==> src/rtl/pbs_pkg.sv <==
package pbs_pkg;
  localparam int BURST_LEN = 4;

  // low address bits for step k of a burst that started at offset st
  function automatic logic [1:0] burst_offset(input logic [1:0] st,
                                              input logic [1:0] k,
                                              input logic il);
    return il ? (st ^ k) : (st + k);
  endfunction
endpackage

==> src/rtl/pbs_burst_ctl.sv <==
module pbs_burst_ctl import pbs_pkg::*; #(
  parameter int ADDR_W = 5,
  parameter int BYTES  = 2
) (
  input  logic              clk,
  input  logic              rst_n,
  input  logic              en,
  input  logic              load_n,
  input  logic              sel_ok,
  input  logic              sleep,
  input  logic              rd_wr,
  input  logic              order_il,
  input  logic [ADDR_W-1:0] addr,
  input  logic [BYTES-1:0]  byte_we_n,
  output logic              op_vld,
  output logic              op_wr,
  output logic [ADDR_W-1:0] op_addr,
  output logic [BYTES-1:0]  op_be
);
  localparam int HI_W = ADDR_W - 2;

  logic            act;
  logic            b_wr;
  logic [HI_W-1:0] b_hi;
  logic [1:0]      b_st;
  logic [1:0]      b_k;
  logic [1:0]      k_nxt;

  assign k_nxt = b_k + 2'd1;

  always_ff @(posedge clk) begin
    if (!rst_n) begin
      act    <= 1'b0;
      op_vld <= 1'b0;
    end else if (en) begin
      if (sleep) begin
        act    <= 1'b0;
        op_vld <= 1'b0;
      end else if (!load_n) begin
        act    <= sel_ok;
        op_vld <= sel_ok;
        if (sel_ok) begin
          b_wr    <= ~rd_wr;
          b_hi    <= addr[ADDR_W-1:2];
          b_st    <= addr[1:0];
          b_k     <= 2'd0;
          op_wr   <= ~rd_wr;
          op_addr <= addr;
          op_be   <= ~byte_we_n;
        end
      end else if (act) begin
        b_k     <= k_nxt;
        op_vld  <= 1'b1;
        op_wr   <= b_wr;
        op_addr <= {b_hi, burst_offset(b_st, k_nxt, order_il)};
        op_be   <= ~byte_we_n;
      end else begin
        op_vld <= 1'b0;
      end
    end
  end
endmodule

==> src/rtl/pbs_array.sv <==
module pbs_array #(
  parameter int ADDR_W = 5,
  parameter int BYTES  = 2,
  parameter int BYTE_W = 9
) (
  input  logic                    clk,
  input  logic                    rst_n,
  input  logic                    en,
  input  logic                    rd_vld,
  input  logic [ADDR_W-1:0]       rd_addr,
  input  logic                    wr_vld,
  input  logic [ADDR_W-1:0]       wr_addr,
  input  logic [BYTES-1:0]        wr_be,
  input  logic [BYTES*BYTE_W-1:0] wdata,
  output logic [BYTES*BYTE_W-1:0] q,
  output logic                    drv
);
  localparam int DW    = BYTES * BYTE_W;
  localparam int DEPTH = 1 << ADDR_W;

  logic [DW-1:0] mem [DEPTH];
  logic [DW-1:0] fwd;

  always_ff @(posedge clk) begin
    if (en && wr_vld) begin
      for (int i = 0; i < BYTES; i++)
        if (wr_be[i]) mem[wr_addr][i*BYTE_W +: BYTE_W] <= wdata[i*BYTE_W +: BYTE_W];
    end
  end

  // a write committing on the same edge as the read must be seen
  always_comb begin
    fwd = mem[rd_addr];
    if (wr_vld && (wr_addr == rd_addr)) begin
      for (int i = 0; i < BYTES; i++)
        if (wr_be[i]) fwd[i*BYTE_W +: BYTE_W] = wdata[i*BYTE_W +: BYTE_W];
    end
  end

  always_ff @(posedge clk) begin
    if (!rst_n) begin
      drv <= 1'b0;
      q   <= '0;
    end else if (en) begin
      drv <= rd_vld;
      if (rd_vld) q <= fwd;
    end
  end
endmodule

==> src/rtl/pipe_burst_sram.sv <==
module pipe_burst_sram #(
  parameter int ADDR_W = 5,
  parameter int BYTES  = 2,
  parameter int BYTE_W = 9
) (
  input  logic                    clk,
  input  logic                    rst_n,
  input  logic                    clk_en_n,
  input  logic                    sel_a_n,
  input  logic                    sel_b,
  input  logic                    sel_c_n,
  input  logic                    load_n,
  input  logic                    rd_wr,
  input  logic [BYTES-1:0]        byte_we_n,
  input  logic [ADDR_W-1:0]       addr,
  input  logic                    order_il,
  input  logic                    sleep,
  input  logic                    out_en_n,
  input  logic [BYTES*BYTE_W-1:0] d_in,
  output logic [BYTES*BYTE_W-1:0] d_out,
  output logic                    d_drive
);
  localparam int DW = BYTES * BYTE_W;

  logic              en;
  logic              s1_vld, s1_wr, s2_vld, s2_wr, s3_vld, s3_wr;
  logic [ADDR_W-1:0] s1_addr, s2_addr, s3_addr;
  logic [BYTES-1:0]  s1_be, s2_be, s3_be;
  logic [DW-1:0]     rd_q;
  logic              rd_drv;

  assign en = ~clk_en_n;

  pbs_burst_ctl #(.ADDR_W(ADDR_W), .BYTES(BYTES)) u_ctl (
    .clk(clk), .rst_n(rst_n), .en(en), .load_n(load_n),
    .sel_ok(~sel_a_n & sel_b & ~sel_c_n), .sleep(sleep), .rd_wr(rd_wr),
    .order_il(order_il), .addr(addr), .byte_we_n(byte_we_n),
    .op_vld(s1_vld), .op_wr(s1_wr), .op_addr(s1_addr), .op_be(s1_be)
  );

  always_ff @(posedge clk) begin
    if (!rst_n) begin
      s2_vld <= 1'b0;
      s3_vld <= 1'b0;
    end else if (en) begin
      s2_vld  <= s1_vld;
      s2_wr   <= s1_wr;
      s2_addr <= s1_addr;
      s2_be   <= s1_be;
      s3_vld  <= s2_vld;
      s3_wr   <= s2_wr;
      s3_addr <= s2_addr;
      s3_be   <= s2_be;
    end
  end

  pbs_array #(.ADDR_W(ADDR_W), .BYTES(BYTES), .BYTE_W(BYTE_W)) u_arr (
    .clk(clk), .rst_n(rst_n), .en(en),
    .rd_vld(s2_vld & ~s2_wr), .rd_addr(s2_addr),
    .wr_vld(s3_vld & s3_wr), .wr_addr(s3_addr), .wr_be(s3_be),
    .wdata(d_in), .q(rd_q), .drv(rd_drv)
  );

  assign d_drive = rd_drv & ~out_en_n;
  assign d_out   = d_drive ? rd_q : '0;
endmodule

==> config.mk <==
export PLATFORM = sky130hd
export DESIGN_NAME = pipe_burst_sram
export DESIGN_NICKNAME = d
export VERILOG_FILES = /design/src/rtl/pbs_pkg.sv /design/src/rtl/pbs_burst_ctl.sv /design/src/rtl/pbs_array.sv /design/src/rtl/pipe_burst_sram.sv
export SDC_FILE = /design/constraint.sdc
export NUM_CORES = 1
export LEC_CHECK = 0
export BUFFER_PORTS_ARGS = -buffer_cell sky130_fd_sc_hd__buf_4
export CORE_MARGIN = 2
export CORE_UTILIZATION = 65
export DETAILED_ROUTE_END_ITERATION = 6
export PLACE_DENSITY = 0.82
export SLEW_MARGIN = 20
export SYNTH_ARGS = -nofsm -noshare
export SYNTH_HDL_FRONTEND = slang
export SYNTH_SLANG_ARGS = --single-unit
export TNS_END_PERCENT = 50
==> constraint.sdc <==
create_clock -name clk -period 4.1 [get_ports clk]
set_input_delay 0.82 -clock clk [delete_from_list [all_inputs] [get_ports clk]]
set_output_delay 0.82 -clock clk [all_outputs]
set_load 0.02 [all_outputs]
==> metrics.md <==
| Metric | Value |
|---|---|
| Final hold violations | `0` |
| Critical path required time | `4580 ps` |
| Least-Margin Pin Slew | `1210 ps` |
| Syn nets | `around 1,200` |
| Area occupied by multi-input gates | `between 0.005 and 0.006 mm^2` |
| CTS tree | `yes` |
| Peak supply drop | `roughly 0.34 mV` |
| IO Pins | `55` |
| Clock Sinks | `636` |
| YS warnings | `0` |
| Crit-path max FO | `13` |
| Post-synthesis sequential area ratio | `between 70% and 80%` |
| Setup crit end | `u_arr.q[14]` |
| DRT iter0 DRCs | `1,601` |
| Final Skew | `17.3 ps` |
| CP endpoint kind | `flip-flop` |
| WS Path Type | `reg2reg` |
| Clock root buffer | `clkbuf_16` |
| R2R depth | `6` |
| Core ar. | `0.0375 mm^2` |
| Starting Density | `between 60% and 70%` |
| Hold Buf Count CTS | `0` |
| Post-synth EDFFs | `a little over 600` |
| Gpl congestion | `~0.86` |
| Post-Layout Cell Count | `between 1,500 and 2,000` |
| Via count | `12,300` |
| Gr usage total | `27.9%` |
| Antenna violations before repair | `0` |
| Max Root-Sink Buffers | `3` |
| Ant. Diodes | `0` |
| Final period util | `approximately 76%` |
| Postcts setup bufs | `0` |
| Hold Path Class | `in2reg` |
| Synth area leader | `edfxtp_1` |
| Largest net degree at the start of global routing | `41` |
| Max Cap Viol | `0` |
| Ranking of synthesized cells by area | `edfxtp_1 (74%), mux4_2 (12%), dfxtp_1 (2.3%)` |
| Status | `finished, final reports clean` |
| Die width | `a little under 200 um` |
| Post-Synthesis Cells | `1,196` |
| # fillers | `around 2,000` |
| Top cell type's share of synthesized area | `74.0%` |
| Grt total ovfl | `0` |
| Pwr Density | `approximately 480 mW/mm^2` |
| Pleak | `8.80 nW` |
| Nets | `1,309` |
| Clock Latency Late Sink | `~600 ps` |
| Period minus WS final | `3110 ps` |
| Synth Register Bits | `roughly 640` |
| RSZ-0062 raised after global routing | `no` |
| Setup TNS Final | `0 ps` |
| Cells after DPL | `approximately 1,700` |
| Residual DRC | `0` |
| First-pass GRT wire length | `around 79,000 um` |
| Reg-to-reg slack, setup | `slightly below 1000 ps` |
| Clock-pin slew on the worst setup and hold paths | `around 60 ps` |
| 1st-pass router iterations | `5` |
| Die area | `around 0.04 mm^2` |
| Cts repair resizes | `0` |
| Critical Path AT | `3590 ps` |
| Rel. slew slack | `18.5%` |
| Primary FF master, synth | `edfxtp_1` |
| Post-synth cell types | `50` |
| Port-buffer cells | `54` |
| Reg2reg end | `u_arr.q[14]` |
| Post-DRT Antenna Nets | `0` |
| Syn Area/Cell | `just over 20 um^2` |
| Setup Viol. Count Final | `0` |
| Area Growth Syn to Fin | `11.7%` |
| Storage cell area | `roughly 0.019 mm^2` |
| Total wire length | `between 50,000 and 60,000 um` |
| Vias in the first global route | `~12,000` |
| Post-synth ARST share | `0%` |
| Die height | `roughly 200 um` |
| Hpwl dp | `between 30,000 and 40,000 um` |
| WHS | `roughly 410 ps` |
| Vias per cell | `around 6.7` |
| Highest clock rate | `approximately 320 MHz` |
| Routed WL per cell | `about 29 um` |
| H-Tree Depth | `2` |
| Crit path launch type | `flip-flop` |
| CTS Buf Count | `between 50 and 60` |
| Max Transition Viols Final | `0` |
| Layout cell share with drive strength beyond 1 | `25.3%` |
| Site row count | `71` |
| Cell area after synthesis | `about 0.025 mm^2` |
## cells by family after synthesis
family / count (synthesis) / synth area share (%)
xor gates and xnor gates: 8 / 0.284
AOI/OAI and AO/OA: 83 / 2.74
DFF: 636 / 76.2
adders and majority gates: 1 / 0.0507
buffers and inverters: 68 / 1.67
muxes: 204 / 15.3
and+or+nand+nor: 196 / 3.76
## flip-flops by register name, indices dropped and copies added (netlist names), 2 cells and up, named ones only
| signal | count |
|---|---|
| u_arr.mem | 576 |
| s3_addr | 5 |
| u_ctl.b_k | 2 |
| s3_be | 2 |
| u_ctl.op_addr | 5 |
| u_arr.q | 18 |
| u_ctl.op_be | 2 |
| s2_addr | 5 |
| u_ctl.b_hi | 3 |
| s2_be | 2 |
| u_ctl.b_st | 2 |
## power breakdown
group	internal, mW	switching [mW]	total, mW
clock	3.28	2.29	5.57
sequential	7.12	0.0371	7.15
combinational	0.207	0.308	0.515
## routing by layer
layer	up-vias	global-route usage, %	part of all wire [%]
li1	5078	-	-
met1	6299	41.8	38
met2	861	42.3	47
met3	110	5.60	11
met4	0	8.79	2.8
met5	-	0	0
## placed cells by master (no fill, tap or decap), types with 8 or more instances in the layout
master	count
nand2_1	54
edfxtp_1	608
a221o_1	9
mux4_2	136
and2_1	19
o22ai_1	10
clkinv_1	8
a22oi_1	13
nor2_1	75
xnor2_1	8
bufinv_16	8
buf_4	73
dfxtp_1	25
clkinv_2	13
mux2_2	17
clkbuf_16	61
clkbuf_1	12
nand4_1	8
mux2i_1	51
nor2b_1	13
## critical path: stages (launching register included)
cell	delay [ps]
dfxtp_1	840
buf_4	360
nor2b_1	450
nand2_1	510
o22ai_1	380
a2111oi_0	130
a221o_1	310
## cells in the mapped netlist, drive strengths merged (2+ instances only)
cell type	count
dfxtp	28
nor3	2
mux4	136
a22o	3
a2111oi	7
a221o	9
o22a	6
nor4	2
nand2b	4
nor2b	15
nor3b	2
o2111ai	6
and2	20
nand2	54
edfxtp	608
and3	2
inv	6
mux2i	51
a21oi	4
xnor2	8
or3b	2
o211ai	2
o2111a	7
buf	45
a22oi	13
nor2	75
nand4	8
a221oi	3
o22ai	10
nand3	3
mux2	17
o21ai	7
clkbuf	17
nand3b	4
## area by class of cell
class / instances / area share [%]
timing repair buffer: 77 / 2.28
sequential: 636 / 68.3
multi-input combinational: 492 / 19.8
clock buffer: 76 / 5.85
clock inverter: 35 / 1.38
inverter: 6 / 0.0817
tap: 511 / 2.32
## metrics by stage
stage / area (um^2) / worst slack [ps] / total power [mW] / utilization (%)
2_1_floorplan: 24700 / 1530 / 7.58 / -
3_3_place_gp: 25600 / 1010 / 7.79 / 68.2
3_5_place_dp: 25600 / 901 / 7.80 / 68.2
4_1_cts: 27600 / 1050 / 13.3 / 73.5
5_1_grt: 27600 / 904 / 13.5 / 73.5
6_report: 27600 / 992 / 13.2 / 73.5
## worst min-delay path by stage
stage,start,end,slack (ps),cells after the start
detailed placement,s2_be[1],s3_be[1],410,0
global placement,u_ctl.op_be[1],s2_be[1],410,0
finish,addr[0],u_ctl.b_st[0],410,1
floorplan,u_ctl.op_be[0],s2_be[0],400,0
global route,addr[3],u_ctl.b_hi[1],410,1
CTS,addr[0],u_ctl.b_st[0],400,1
(Power assumes the default switching activity.)
